<file path="src/rtl/cache_issue_pkg.sv">
package cache_issue_pkg;

  typedef enum logic [2:0] {
    CMD_READ        = 3'd0,
    CMD_LOCKED_READ = 3'd1,
    CMD_WRITE       = 3'd2,
    CMD_SWAP        = 3'd3,
    CMD_COND_STORE  = 3'd4
  } portCmdE;

  typedef enum logic [2:0] {
    OP_FETCH    = 3'd0,
    OP_READ     = 3'd1,
    OP_WRITE    = 3'd2,
    OP_PREFETCH = 3'd3,
    OP_HINT     = 3'd4
  } reqOpE;

  typedef enum logic [1:0] {
    ST_IDLE  = 2'd0,
    ST_ISSUE = 2'd1,
    ST_PEND  = 2'd2,
    ST_DONE  = 2'd3
  } slotStateE;

  // strobes from control to datapath
  typedef struct packed {
    logic latchReq;
    logic showDone;
  } ctlStrobeT;

endpackage

</file>
<file path="src/rtl/cache_issue_dp.sv">
module cache_issue_dp
  import cache_issue_pkg::*;
#(
  parameter int SEQ_W = 8
) (
  input  logic             clk,
  input  logic             rstN,
  input  ctlStrobeT        strobe,
  input  logic [2:0]       reqOp,
  input  logic             reqLock,
  input  logic             reqSwap,
  input  logic [SEQ_W-1:0] reqSeq,
  input  logic             linkOk,
  output logic             inImmediate,
  output logic             inScFail,
  output logic [2:0]       heldCmd,
  output logic [SEQ_W-1:0] heldSeq,
  output logic             scFailOut
);

  portCmdE          cmdNext;
  portCmdE          cmdReg;
  logic [SEQ_W-1:0] seqReg;
  logic             scFailReg;

  always_comb begin
    unique case (reqOp)
      OP_READ:  cmdNext = reqLock ? CMD_LOCKED_READ : CMD_READ;
      OP_WRITE: cmdNext = reqSwap ? CMD_SWAP
                        : (reqLock ? CMD_COND_STORE : CMD_WRITE);
      default:  cmdNext = CMD_READ;
    endcase
  end

  assign inScFail    = (reqOp == OP_WRITE) && reqLock && !reqSwap && !linkOk;
  assign inImmediate = (reqOp >= OP_PREFETCH) || inScFail;

  always_ff @(posedge clk) begin
    if (!rstN) begin
      cmdReg    <= CMD_READ;
      seqReg    <= '0;
      scFailReg <= 1'b0;
    end else if (strobe.latchReq) begin
      cmdReg    <= cmdNext;
      seqReg    <= reqSeq;
      scFailReg <= inScFail;
    end
  end

  assign heldCmd   = cmdReg;
  assign heldSeq   = seqReg;
  assign scFailOut = strobe.showDone && scFailReg;

endmodule

</file>
<file path="src/rtl/cache_issue_fsm.sv">
module cache_issue_fsm
  import cache_issue_pkg::*;
(
  input  logic      clk,
  input  logic      rstN,
  input  logic      reqValid,
  input  logic      inImmediate,
  input  logic      squash,
  input  logic      portAccept,
  input  logic      portRetry,
  input  logic      rspValid,
  output ctlStrobeT strobe,
  output logic      reqReady,
  output logic      portSend,
  output logic      doneValid,
  output logic      memStall
);

  slotStateE state;
  logic      blocked;
  logic      squashed;
  logic      stallReg;

  assign reqReady  = (state == ST_IDLE);
  assign portSend  = (state == ST_ISSUE) && !blocked;
  assign doneValid = (state == ST_DONE);
  assign memStall  = stallReg;

  assign strobe.latchReq = reqReady && reqValid;
  assign strobe.showDone = doneValid;

  always_ff @(posedge clk) begin
    if (!rstN) begin
      state    <= ST_IDLE;
      squashed <= 1'b0;
      stallReg <= 1'b0;
    end else begin
      unique case (state)
        ST_IDLE: if (reqValid) begin
          state    <= inImmediate ? ST_DONE : ST_ISSUE;
          squashed <= 1'b0;
        end
        ST_ISSUE: begin
          if (squash) state <= ST_IDLE;
          else if (portSend && portAccept) state <= ST_PEND;
        end
        ST_PEND: begin
          if (rspValid) begin
            state    <= squashed ? ST_IDLE : ST_DONE;
            squashed <= 1'b0;
            stallReg <= 1'b0;
          end else if (squash) begin
            squashed <= 1'b1;
            stallReg <= 1'b0;
          end else if (!squashed) begin
            stallReg <= 1'b1;
          end
        end
        default: state <= ST_IDLE;
      endcase
    end
  end

  always_ff @(posedge clk) begin
    if (!rstN) blocked <= 1'b0;
    else if (portRetry) blocked <= 1'b0;
    else if (portSend && !portAccept) blocked <= 1'b1;
  end


  refused_hold_chk: assert property (@(posedge clk) disable iff (!rstN)
    (portSend && !portAccept && !portRetry) |=> !portSend);


  retry_blocked_chk: assert property (@(posedge clk) disable iff (!rstN)
    portRetry |-> blocked);


  accepted_pend_chk: assert property (@(posedge clk) disable iff (!rstN)
    (portSend && portAccept) |=> (!portSend && !doneValid));


  done_exclusive_chk: assert property (@(posedge clk) disable iff (!rstN)
    doneValid |-> (!reqReady && !memStall && !portSend));

endmodule

</file>
<file path="src/rtl/cache_issue_ctl.sv">
module cache_issue_ctl
  import cache_issue_pkg::*;
#(
  parameter int SEQ_W = 8
) (
  input  logic             clk,
  input  logic             rstN,
  input  logic             reqValid,
  input  logic [2:0]       reqOp,
  input  logic             reqLock,
  input  logic             reqSwap,
  input  logic [SEQ_W-1:0] reqSeq,
  input  logic             linkOk,
  input  logic             squash,
  output logic             reqReady,
  output logic             portSend,
  output logic [2:0]       portCmd,
  output logic [SEQ_W-1:0] portSeq,
  input  logic             portAccept,
  input  logic             portRetry,
  input  logic             rspValid,
  output logic             doneValid,
  output logic [SEQ_W-1:0] doneSeq,
  output logic             doneScFail,
  output logic             memStall
);

  ctlStrobeT        strobe;
  logic             inImmediate;
  logic             inScFail;
  logic [SEQ_W-1:0] heldSeq;

  cache_issue_fsm u_fsm (
    .clk(clk), .rstN(rstN), .reqValid(reqValid), .inImmediate(inImmediate),
    .squash(squash), .portAccept(portAccept), .portRetry(portRetry),
    .rspValid(rspValid), .strobe(strobe), .reqReady(reqReady),
    .portSend(portSend), .doneValid(doneValid), .memStall(memStall)
  );

  cache_issue_dp #(.SEQ_W(SEQ_W)) u_dp (
    .clk(clk), .rstN(rstN), .strobe(strobe), .reqOp(reqOp),
    .reqLock(reqLock), .reqSwap(reqSwap), .reqSeq(reqSeq), .linkOk(linkOk),
    .inImmediate(inImmediate), .inScFail(inScFail), .heldCmd(portCmd),
    .heldSeq(heldSeq), .scFailOut(doneScFail)
  );

  assign portSeq = heldSeq;
  assign doneSeq = heldSeq;


  scfail_direct_chk: assert property (@(posedge clk) disable iff (!rstN)
    (reqReady && reqValid && inScFail) |=> (doneValid && doneScFail));


  stall_busy_chk: assert property (@(posedge clk) disable iff (!rstN)
    memStall |-> (!reqReady && !portSend));

endmodule

</file>
<file path="config.mk">
export PLATFORM = sky130hd
export DESIGN_NAME = cache_issue_ctl
export DESIGN_NICKNAME = d
export VERILOG_FILES = /design/src/rtl/cache_issue_pkg.sv /design/src/rtl/cache_issue_dp.sv /design/src/rtl/cache_issue_fsm.sv /design/src/rtl/cache_issue_ctl.sv
export SDC_FILE = /design/constraint.sdc
export NUM_CORES = 1
export LEC_CHECK = 0
export CAP_MARGIN = 0
export CORE_MARGIN = 4
export CORE_UTILIZATION = 25
export DETAILED_ROUTE_END_ITERATION = 12
export MAX_ROUTING_LAYER = met4
export SYNTH_ARGS = -nofsm -noshare
export SYNTH_HDL_FRONTEND = slang
export SYNTH_SLANG_ARGS = --single-unit
</file>
<file path="constraint.sdc">
create_clock -name clk -period 1.4 [get_ports clk]
set_clock_uncertainty 0.15 [all_clocks]
set_input_delay 0.35 -clock clk [delete_from_list [all_inputs] [get_ports clk]]
set_output_delay 0.35 -clock clk [all_outputs]
set_load 0.01 [all_outputs]
</file>
* Word-level counts from Yosys, hierarchy flattened
Index checks and enable logic that the tools add are counted.
Cells by class: magnitude comparators 1, eq/ne operators 10, mux-type cells 18, bitwise gates (word level) 1, reductions and logical operators 19
Operators with widths (number):
- 2-bit two-way mux | 6
- 3-bit != test, second input constant | 3
- 1-bit logical AND | 8
- 1-bit two-way mux | 7
- 3-bit two-way mux | 2
- 2-bit case mux with 3 select lines | 1
- 3-bit case mux with 2 select lines | 1
- 3-bit AND reduction | 2
- 2-bit == test, second input constant | 2
- 1-bit logical NOT | 4
- 2-bit != test, second input constant | 2
- 3-bit by 1-bit == test with 1-bit output, second input constant | 1
- 3-bit by 2-bit == test with 1-bit output, second input constant | 1
- 3-bit by 2-bit >= comparator with 1-bit output, second input constant | 1
- 2-bit by 1-bit == test with 1-bit output, second input constant | 1
- 2-bit logical NOT | 1
- 1-bit case mux with 2 select lines | 1
- 2-bit AND reduction | 1
- 2-bit nonzero test | 1
- 2-bit OR reduction | 1
- 1-bit logical OR | 1
- 1-bit NOT | 1
Word-level totals: register bits 17

* Longest topological paths before layout
Gate-level depths: netlist (run 1).
depth in word-level cells 8, mapped depth 6

* Cells and area by module
A second synthesis (run 1) with hierarchy kept.
Unflattened totals: cell total of the unflattened synthesis 97, area total of the unflattened synthesis 914.6 um^2
Modules (own cells, without submodules):
- cache_issue_dp | instances 1, cells an instance 52, area an instance 529.3 um^2, sequential area each 240.2 um^2
- cache_issue_fsm | instances 1, cells an instance 37, area an instance 325.3 um^2, sequential area each 100.1 um^2
- cache_issue_ctl | instances 1, cells an instance 8, area an instance 60.1 um^2, sequential area each 0.0 um^2

* Worst setup path before layout (run 1)
Ideal clock, no wire load.
kind register to register, start point reg u_fsm.state[0], end point reg u_dp.cmdReg[2], in the netlist u_dp.heldCmd[2], arrival 1.279 ns, path slack -0.099 ns, cell stages (with the launch flop) 5, buffers on the path 1, clock period less this slack 1.499 ns, cell sequence dfxtp_1 > buf_6 > or3b_4 > or3b_1 > a21oi_1
Between the ends: longest elaborated chain between the ends 2
Ends and longest elaborated chain:
- start, declared | line cache_issue_fsm.sv:19 | slotStateE state;
- start signal, assigned | line cache_issue_fsm.sv:40 | state <= inImmediate ? ST_DONE : ST_ISSUE;
- start signal, assigned | line cache_issue_fsm.sv:49 | state <= squashed ? ST_IDLE : ST_DONE;
- 2-bit logical NOT | line cache_issue_fsm.sv:24 | assign reqReady = (state == ST_IDLE);
- 1-bit logical AND | line cache_issue_fsm.sv:29 | assign strobe.latchReq = reqReady && reqValid;
- end signal, assigned | line cache_issue_dp.sv:44 | cmdReg <= cmdNext;
- end, declared | line cache_issue_dp.sv:22 | portCmdE cmdReg;
No other way between the ends. A chain may end at the register's enable or synchronous reset.

* Final worst setup path (run 1)
start point reg u_fsm.state[1], end point reg u_dp.cmdReg[2], in the netlist u_dp.heldCmd[2]
The elaborated chain is that of the path after synthesis.

==> results.sh, run 1 <==
export IMPL_max_freq_ghz=0.631
export IMPL_violations="negative setup slack"
export IMPL_drive_above_1_share_pct=46.1
export IMPL_die_h_um=65.2
export IMPL_final_cell_mix="nand2_1, buf_4, clkdlybuf4s50_1, clkdlybuf4s15_2, a21oi_1"
export IMPL_clock_latency_ns=0.28
export IMPL_crit_type="reg2reg"
export IMPL_endpoint_kind="flop"
export IMPL_row_count=20
export IMPL_wirelength_mm=2.33
export IMPL_dp_hpwl_mm=1.79
export IMPL_slew_headroom_pct=77.3
export IMPL_ant_nets=0
export IMPL_grt_total_usage_pct=11.1
export IMPL_grt_pass1_wl_mm=3.75
export IMPL_routedWlPerCell_um=11.1
export IMPL_clock_sinks=17
export IMPL_multi_input_area_um2=457
export IMPL_leakagePower_nw=0.646
export IMPL_power_density_nw_per_um2=1000
export IMPL_synth_area_um2=818
export IMPL_maxCapViolCount=0
export IMPL_cts_buffer_depth=2
export IMPL_hold_violations=0
export IMPL_final_common_cell="nand2_1"
export IMPL_syn_inst=106
export IMPL_crit_path_start_kind="flop"
export IMPL_seqCellArea_um2=359
export IMPL_period_share_pct=113
export IMPL_cts_inserted_buffers=3
export IMPL_insertedDiodeCount=0
export IMPL_status="complete, but fails checks"
export IMPL_firstDrtPassIters=4
export IMPL_drv_slew=0
export IMPL_area_delta_synth_final_pct=87.0
export IMPL_rsz0062_at_grt="yes"
export IMPL_viasPerCell=4.43
export IMPL_hold_buffers=0
export IMPL_ys_async_sr_fraction_pct=0
export IMPL_cp_max_fo=6
export IMPL_io_pin_count=45
export IMPL_clockRootBuffer="clkbuf_4"
export IMPL_dpl_cell_area_um2=1370
export IMPL_synth_cell_types=27
export IMPL_setup_ws_ns=-0.184
export IMPL_p_total_w=0.00153
export IMPL_numPortBuffers=44
export IMPL_ys_ff_latch=17
export IMPL_drc=0
export IMPL_nets=187
export IMPL_ys_warnings_count=0
export IMPL_stdcell_area_um2=1530
export IMPL_initial_utilization_pct=26.4
export IMPL_dp_slack_ns=-0.537
export IMPL_peakVddDrop_mv=0.588
export IMPL_cts_htree_levels=1
export IMPL_tightest_slew_ns=0.332
export IMPL_coreArea_um2=3100
export IMPL_setup_tns_ns=-0.747
export IMPL_ys_seq_area_share_pct=41.6
export IMPL_hp_class="reg2reg"
export IMPL_gp_congestion=0.814
export IMPL_filler_cell_count=324
export IMPL_worstPathRequired_ns=1.47
export IMPL_setup_viol=16
export IMPL_grt_overflow=0
export IMPL_die_w_um=65.2
export IMPL_finalCriticalPeriod_ns=1.58
export IMPL_die_area_um2=4250
export IMPL_cts_tree="yes"
export IMPL_synth_edf_count=0
export IMPL_syn_nets=127
export IMPL_drt_iter0_drc=27
export IMPL_arrival_ns=1.65
export IMPL_r2r_setup_slack_ns=-0.18
export IMPL_grt_max_degree=15
export IMPL_synth_avg_cell_area_um2=7.72
export IMPL_grt_pass1_vias=899
export IMPL_clk_pin_slew_ns=0.10
export IMPL_ys_flop_type="dfxtp_1"
export IMPL_antenna_found_initial=0
export IMPL_vias=926
==> area by class of cell <==
cell class,instances,area share (%)
tap,44,3.60
clock buffer,3,1.47
multi-input combinational,73,29.8
timing repair buffer,67,40.3
sequential,17,23.5
clock inverter,1,0.327
inverter,4,0.981
==> critical path, stage by stage, from the launching register on <==
cell and delay, ns:
dfxtp_4 0.38, buf_6 0.12, or3b_4 0.38, or3b_1 0.36, a21oi_1 0.13
==> flip-flops by register name, indices dropped and copies added, names as in the netlist <==
| signal | count |
|---|---|
| u_fsm.state | 2 |
| u_fsm.blocked | 1 |
| u_dp.scFailReg | 1 |
| u_fsm.memStall | 1 |
| u_dp.heldCmd | 3 |
| u_fsm.squashed | 1 |
| u_dp.heldSeq | 8 |
==> stage by stage <==
stage / cells / hold slack (ns) / util (%)
after floorplan: 106 / 0.278 / -
after global placement: 200 / 0.291 / 44.0
after detailed placement: 200 / 0.306 / 44.0
after CTS: 209 / 0.321 / 47.9
after global routing: 209 / 0.329 / 49.3
final: 209 / 0.316 / 49.3
==> cells in the mapped netlist, drive strengths merged, types with 2 or more instances <==
cell type | number | area, um^2
clkbuf | 2 | 7.51
nor2 | 9 | 33.8
o21a | 2 | 15.0
buf | 10 | 76.3
nand3 | 2 | 10.0
dfxtp | 17 | 340
nand2b | 3 | 18.8
nor2b | 2 | 12.5
nor3b | 2 | 15.0
inv | 4 | 15.0
a21oi | 14 | 70.1
or3b | 2 | 20.0
o21ai | 3 | 15.0
and2 | 2 | 12.5
nand2 | 23 | 86.3
==> worst paths after layout <==
| kind | startpoint | end | depth (start not counted) |
|---|---|---|---|
| setup reg to reg | u_fsm.state[1] | u_dp.heldCmd[2] | 4 |
| setup / recovery | u_fsm.state[1] | u_dp.heldCmd[2] | 4 |
| hold / removal | u_dp.heldSeq[3] | u_dp.heldSeq[3] | 2 |
| hold reg to reg | u_dp.heldSeq[3] | u_dp.heldSeq[3] | 2 |
==> layer usage <==
layer	part of all wire, %	vias up	GRT usage [%]
met1	39	419	11.0
met3	7.2	6	3.93
met4	2.0	0	2.07
li1	-	463	-
met2	51	38	21.0
met5	0	-	-
==> power breakdown <==
part / switching, W / internal (W)
sequential: 0.0000489 / 0.000549
combinational: 0.000282 / 0.000398
clock: 0.000149 / 0.000106
==> logic make-up (layout without fill, tap and decap cells) <==
family | Yosys count | after routing | synth area share, %
AND/OR/NAND/NOR | 48 | 48 | 27.8
AO/OA/AOI/OAI | 25 | 25 | 18.5
flip-flops | 17 | 17 | 41.6
buffers and inverters | 16 | 75 | 12.1
==> what timing repair did <==
item / CTS / global route
gates resized for setup: 89 / 29
endpoints found under the setup margin: 37 / 38
pin swaps: 1 / 3
setup buffers: 5 / 1
hold endpoints to repair: 0 / 0
Note: power is estimated with default switching activity, not from simulation.
==> inputs of run 2 (changes only) <==
- PLACE_DENSITY: default -> 0.69
==> run 2 against run 1 <==
Against the previous run:
- the flow still finishes with violations (negative setup slack)
- clock-buffer cell count unchanged
- flip-flop and latch count did not move
- clock power up 5%
- global-route usage up 1.4 points
- critical path type unchanged
- critical endpoint unchanged
- highest routed layer unchanged
==> results.sh, run 2 (synthesized netlist as in run 1, its figures left out) <==
export IMPL_status="complete, but fails checks"
export IMPL_violations="negative setup slack"
export IMPL_wirelength_mm=2.62
export IMPL_grt_pass1_wl_mm=4.13
export IMPL_critPathSlowestCell="dfxtp_4"
export IMPL_dp_hpwl_mm=1.98
export IMPL_dp_slack_ns=-0.565
export IMPL_regToRegStartpoint="u_fsm.state[1]"
export IMPL_final_cell_mix="nand2_1, buf_4, clkdlybuf4s50_1, a21oi_1, clkbuf_2"
export IMPL_cts_inserted_buffers=3
export IMPL_final_common_cell="nand2_1"
export IMPL_stdcell_area_um2=1480
export IMPL_io_pin_count=45
export IMPL_clockRootBuffer="clkbuf_4"
export IMPL_path_cells="buf_6 -> or3b_4 -> or3b_1 -> a21oi_1"
export IMPL_leakagePower_nw=0.652
export IMPL_numPortBuffers=44
export IMPL_clk_pin_slew_ns=0.10
export IMPL_min_delay_worst_endpoint="u_dp.heldCmd[1]"
export IMPL_drive_above_1_share_pct=45.8
export IMPL_vias=949
export IMPL_rsz0062_at_grt="yes"
export IMPL_firstDrtPassIters=3
export IMPL_cp_max_fo=5
export IMPL_die_h_um=65.2
export IMPL_coreArea_um2=3100
export IMPL_tightest_slew_ns=0.283
export IMPL_cts_tree="yes"
export IMPL_r2r_cells=4
export IMPL_drt_iter0_drc=49
export IMPL_p_total_w=0.00154
export IMPL_initial_utilization_pct=26.4
export IMPL_routedWlPerCell_um=12.4
export IMPL_grt_total_usage_pct=12.6
export IMPL_cts_htree_levels=1
export IMPL_area_delta_synth_final_pct=80.4
export IMPL_antenna_found_initial=0
export IMPL_cts_buffer_depth=2
export IMPL_crit_family="simple AND/OR/NAND/NOR gates"
export IMPL_die_area_um2=4250
export IMPL_setup_ws_ns=-0.172
export IMPL_grt_overflow=0
export IMPL_power_density_nw_per_um2=1040
export IMPL_nets=190
export IMPL_hp_start="u_dp.heldCmd[1]"
export IMPL_clock_latency_ns=0.29
export IMPL_peakVddDrop_mv=0.330
export IMPL_arrival_ns=1.65
export IMPL_drc=0
export IMPL_largest_reg_flops=8
export IMPL_die_w_um=65.2
export IMPL_max_freq_ghz=0.636
export IMPL_final_util_pct=47.6
export IMPL_grt_max_degree=15
export IMPL_slew_headroom_pct=81.0
export IMPL_finalCriticalPeriod_ns=1.57
export IMPL_grt_pass1_vias=976
export IMPL_hold_buffers=0
export IMPL_critPathBufInv=1
export IMPL_whs_path_depth=2
export IMPL_viasPerCell=4.48
export IMPL_dpl_cell_area_um2=1360
export IMPL_cpPeakStageDelay_ns=0.38
export IMPL_clock_sinks=17
export IMPL_crit_reg2reg_capture="u_dp.heldCmd[2]"
export IMPL_worstPathRequired_ns=1.48
export IMPL_endpoint_kind="flop"
export IMPL_crit_type="reg2reg"
export IMPL_setup_viol=11
export IMPL_crit_path_start_kind="flop"
export IMPL_drv_slew=0
export IMPL_period_share_pct=112
export IMPL_insertedDiodeCount=0
export IMPL_hp_class="reg2reg"
export IMPL_ant_nets=0
export IMPL_gp_congestion=0.767
export IMPL_hold_violations=0
export IMPL_r2r_setup_slack_ns=-0.17
export IMPL_maxCapViolCount=0
export IMPL_row_count=20
==> run 2: changes by cell type in the layout (fill, tap and decap cells not counted), sizes merged <==
cell	delta
clkbuf	+5
clkdlybuf4s15	-8
dlygate4sd2	+1
clkdlybuf4s50	+1
buf	+6
dlymetal6s2s	-2
==> run 2: where the power goes <==
group	leakage, nW	total (W)	switching, W	internal, W
clock network	0.0177	0.000267	0.000161	0.000106
registers	0.144	0.000599	0.0000499	0.000549
logic	0.490	0.000671	0.000291	0.000380
==> run 2: cell type report <==
class,count,area [um^2]
clock buffers,3,22.5
fillers,339,1630
repair buffers,70,578
multi-input cells,73,442
clock inverters,1,5.00
flip-flops and latches,17,359
inverters,4,15.0
well taps,44,55.1
==> run 2: repair_timing <==
item,in CTS,in global routing
resized for setup,97,22
endpoints found under the setup margin,37,36
setup buffers,4,5
pin swaps,7,5
==> run 2: per-stage QoR <==
stage               hold WS, ns  std cells  TNS (ns)
CTS                       0.316        207    -0.965
detailed placement        0.301        199     -7.06
finish                    0.316        212     -1.01
global placement          0.289        199     -6.59
global route              0.352        212     -1.74
floorplan                 0.278        106    -0.282
==> run 2: tightest hold or removal path: stages, from the launching register on <==
cell and delay [ns]:
dfxtp_1 0.33, nand2_2 0.05, a21oi_1 0.05
==> run 2: worst max path at each step <==
stage,depth (start not counted),slack [ns],to,from
after floorplan,4,-0.08,u_dp.heldCmd[2],u_fsm.state[0]
after global placement,5,-0.52,u_fsm.state[1],reqLock
after detailed placement,5,-0.57,u_fsm.state[1],reqLock
after CTS,4,-0.19,u_dp.heldCmd[2],u_fsm.state[1]
after global routing,4,-0.21,portSend,u_fsm.state[0]
final,4,-0.17,u_dp.heldCmd[2],u_fsm.state[1]
==> run 2: per-layer routing <==
metal	GRT usage (%)	wire, um
met2	24.1	1420
met1	12.0	991
met3	3.59	198
met5	-	0
met4	3.89	15
==> inputs of run 3 (changes only) <==
- ABC_AREA: default -> 1
- CTS_BUF_LIST: default -> sky130_fd_sc_hd__clkbuf_4 sky130_fd_sc_hd__clkbuf_8 sky130_fd_sc_hd__clkbuf_16
==> run 3 against run 2 <==
Against the previous run:
- the flow still finishes with violations (negative setup slack)
- clock-buffer cell count unchanged
- cell count up 1.4%
- flip-flop and latch count unchanged
- fmax rose by 0.41%
- synthesized cell count is 9.4% higher
- highest routed layer unchanged
==> results.sh, run 3 <==
export IMPL_status="complete, but fails checks"
export IMPL_violations="negative setup slack"
export IMPL_regToRegStartpoint="u_fsm.state[1]"
export IMPL_stdcell_area_um2=1410
export IMPL_setup_viol=8
export IMPL_arrival_ns=1.07
export IMPL_clock_sinks=17
export IMPL_ys_flop_type="dfxtp_1"
export IMPL_path_cells="buf_4 -> nor2_2 -> buf_2"
export IMPL_tightest_slew_ns=0.343
export IMPL_final_common_cell="nor2_1"
export IMPL_io_pin_count=45
export IMPL_initial_utilization_pct=26.8
export IMPL_hold_buffers=0
export IMPL_drive_above_1_share_pct=45.0
export IMPL_area_delta_synth_final_pct=68.5
export IMPL_setup_ws_ns=-0.165
export IMPL_leakagePower_nw=0.668
export IMPL_r2r_cells=10
export IMPL_syn_inst=116
export IMPL_slew_headroom_pct=76.9
export IMPL_wirelength_mm=2.38
export IMPL_hp_start="u_fsm.memStall"
export IMPL_synthTopCellsByCount="nor2_1, dfxtp_1, inv_1"
export IMPL_drc=0
export IMPL_cts_buffer_depth=2
export IMPL_clk_pin_slew_ns=0.11
export IMPL_ys_ff_latch=17
export IMPL_max_freq_ghz=0.639
export IMPL_largest_reg_flops=8
export IMPL_seqCellArea_um2=359
export IMPL_ant_nets=0
export IMPL_drt_iter0_drc=32
export IMPL_instances_no_fill=215
export IMPL_clock_latency_ns=0.29
export IMPL_ys_seq_area_share_pct=40.6
export IMPL_rsz0062_at_grt="yes"
export IMPL_grt_overflow=0
export IMPL_dp_slack_ns=-0.304
export IMPL_yosys_top_cells_area="dfxtp_1, nor2_1, o21ai_0, buf_4, inv_1"
export IMPL_finalCriticalPeriod_ns=1.57
export IMPL_synth_avg_cell_area_um2=7.23
export IMPL_drv_slew=0
export IMPL_crit_path_start_kind="flop"
export IMPL_syn_nets=137
export IMPL_final_util_pct=45.2
export IMPL_period_share_pct=112
export IMPL_insertedDiodeCount=0
export IMPL_hp_class="reg2reg"
export IMPL_worstPathRequired_ns=0.90
export IMPL_grt_pass1_wl_mm=3.85
export IMPL_die_w_um=65.9
export IMPL_die_h_um=65.9
export IMPL_peakVddDrop_mv=0.836
export IMPL_crit_family="flip-flops"
export IMPL_multi_input_area_um2=367
export IMPL_vias=921
export IMPL_critPathBufInv=2
export IMPL_maxCapViolCount=0
export IMPL_power_density_nw_per_um2=1210
export IMPL_critPathSlowestCell="dfxtp_4"
export IMPL_synth_largest_area_cell="dfxtp_1"
export IMPL_whs_path_depth=2
export IMPL_cpPeakStageDelay_ns=0.37
export IMPL_grt_max_degree=11
export IMPL_synth_area_um2=838
export IMPL_min_delay_worst_endpoint="u_fsm.memStall"
export IMPL_r2r_setup_slack_ns=-0.03
export IMPL_synth_edf_count=0
export IMPL_ys_warnings_count=0
export IMPL_cp_max_fo=4
export IMPL_viasPerCell=4.28
export IMPL_clockRootBuffer="clkbuf_4"
export IMPL_dp_hpwl_mm=1.77
export IMPL_cts_tree="yes"
export IMPL_gp_congestion=0.881
export IMPL_ys_async_sr_fraction_pct=0
export IMPL_nets=193
export IMPL_hold_violations=0
export IMPL_grt_pass1_vias=924
export IMPL_firstDrtPassIters=4
export IMPL_grt_total_usage_pct=11.5
export IMPL_cts_inserted_buffers=3
export IMPL_endpoint_kind="primary output"
export IMPL_dpl_cell_area_um2=1400
export IMPL_routedWlPerCell_um=11.1
export IMPL_row_count=20
export IMPL_coreArea_um2=3130
export IMPL_cts_htree_levels=1
export IMPL_filler_cell_count=347
export IMPL_dp_cells=208
export IMPL_die_area_um2=4340
export IMPL_crit_reg2reg_capture="u_fsm.squashed"
export IMPL_yosysMostFrequentCell="nor2_1"
export IMPL_synth_cell_types=22
export IMPL_synth_top_area_share_pct=40.6
export IMPL_antenna_found_initial=0
export IMPL_numPortBuffers=44
export IMPL_crit_type="reg2out"
export IMPL_final_cell_mix="nor2_1, clkdlybuf4s50_1, inv_1, buf_2, buf_4"
==> run 3: cells by family after synthesis <==
group                  synth area share, %
flip-flops                            40.6
AO/OA/AOI/OAI                         19.7
buffers and inverters                 18.8
AND/OR/NAND/NOR                       20.9
==> run 3: how the worst max path moves through the flow <==
stage	start	to	slack [ns]	cells past startpoint
6_report	u_fsm.state[0]	reqReady	-0.17	3
5_1_grt	u_fsm.state[1]	portSend	-0.23	5
4_1_cts	u_fsm.state[1]	portSend	-0.18	5
3_5_place_dp	reqOp[1]	u_fsm.state[1]	-0.30	9
3_3_place_gp	reqOp[1]	u_fsm.state[1]	-0.21	9
2_1_floorplan	u_fsm.state[0]	u_dp.heldSeq[0]	0.18	5
==> run 3: repair_timing <==
item                                    CTS  global route
buffers inserted                          2             1
gates resized for setup                  86            31
pin swaps                                 1             3
endpoints found under the setup margin   24            36
==> run 3: area by class of cell <==
cell class                 instances  area share [%]
multi-input combinational         69            26.0
sequential                        17            25.4
tap                               44            3.90
inverter                          19            5.58
clock inverter                     1           0.354
timing repair buffer              62            37.2
clock buffer                       3            1.59
==> run 3: stage by stage <==
step	total power [W]	hold WS [ns]	TNS [ns]
floorplan	0.00104	0.279	0
global placement	0.00143	0.301	-3.16
detailed placement	0.00145	0.301	-3.66
CTS	0.00173	0.319	-0.424
global route	0.00185	0.334	-1.15
finish	0.00172	0.304	-0.422
==> run 3: power breakdown <==
part           switching [W]  total, W  internal [W]  leakage [nW]
clock               0.000163  0.000269      0.000106        0.0177
sequential         0.0000588  0.000646      0.000587         0.145
combinational       0.000389  0.000800      0.000412         0.506
total               0.000610   0.00172       0.00110         0.668
==> run 3: worst min-delay path, cell delays in order (launching register included) <==
cell and delay [ns]:
dfxtp_2 0.34, inv_1 0.04, a211oi_1 0.05
==> run 3: per-layer routing <==
layer	vias to the layer above	global-route usage, %	routed length (um)
li1	471	-	-
met1	409	11.8	902
met2	39	21.8	1270
met3	2	3.57	195
met4	0	1.55	8
met5	-	-	0
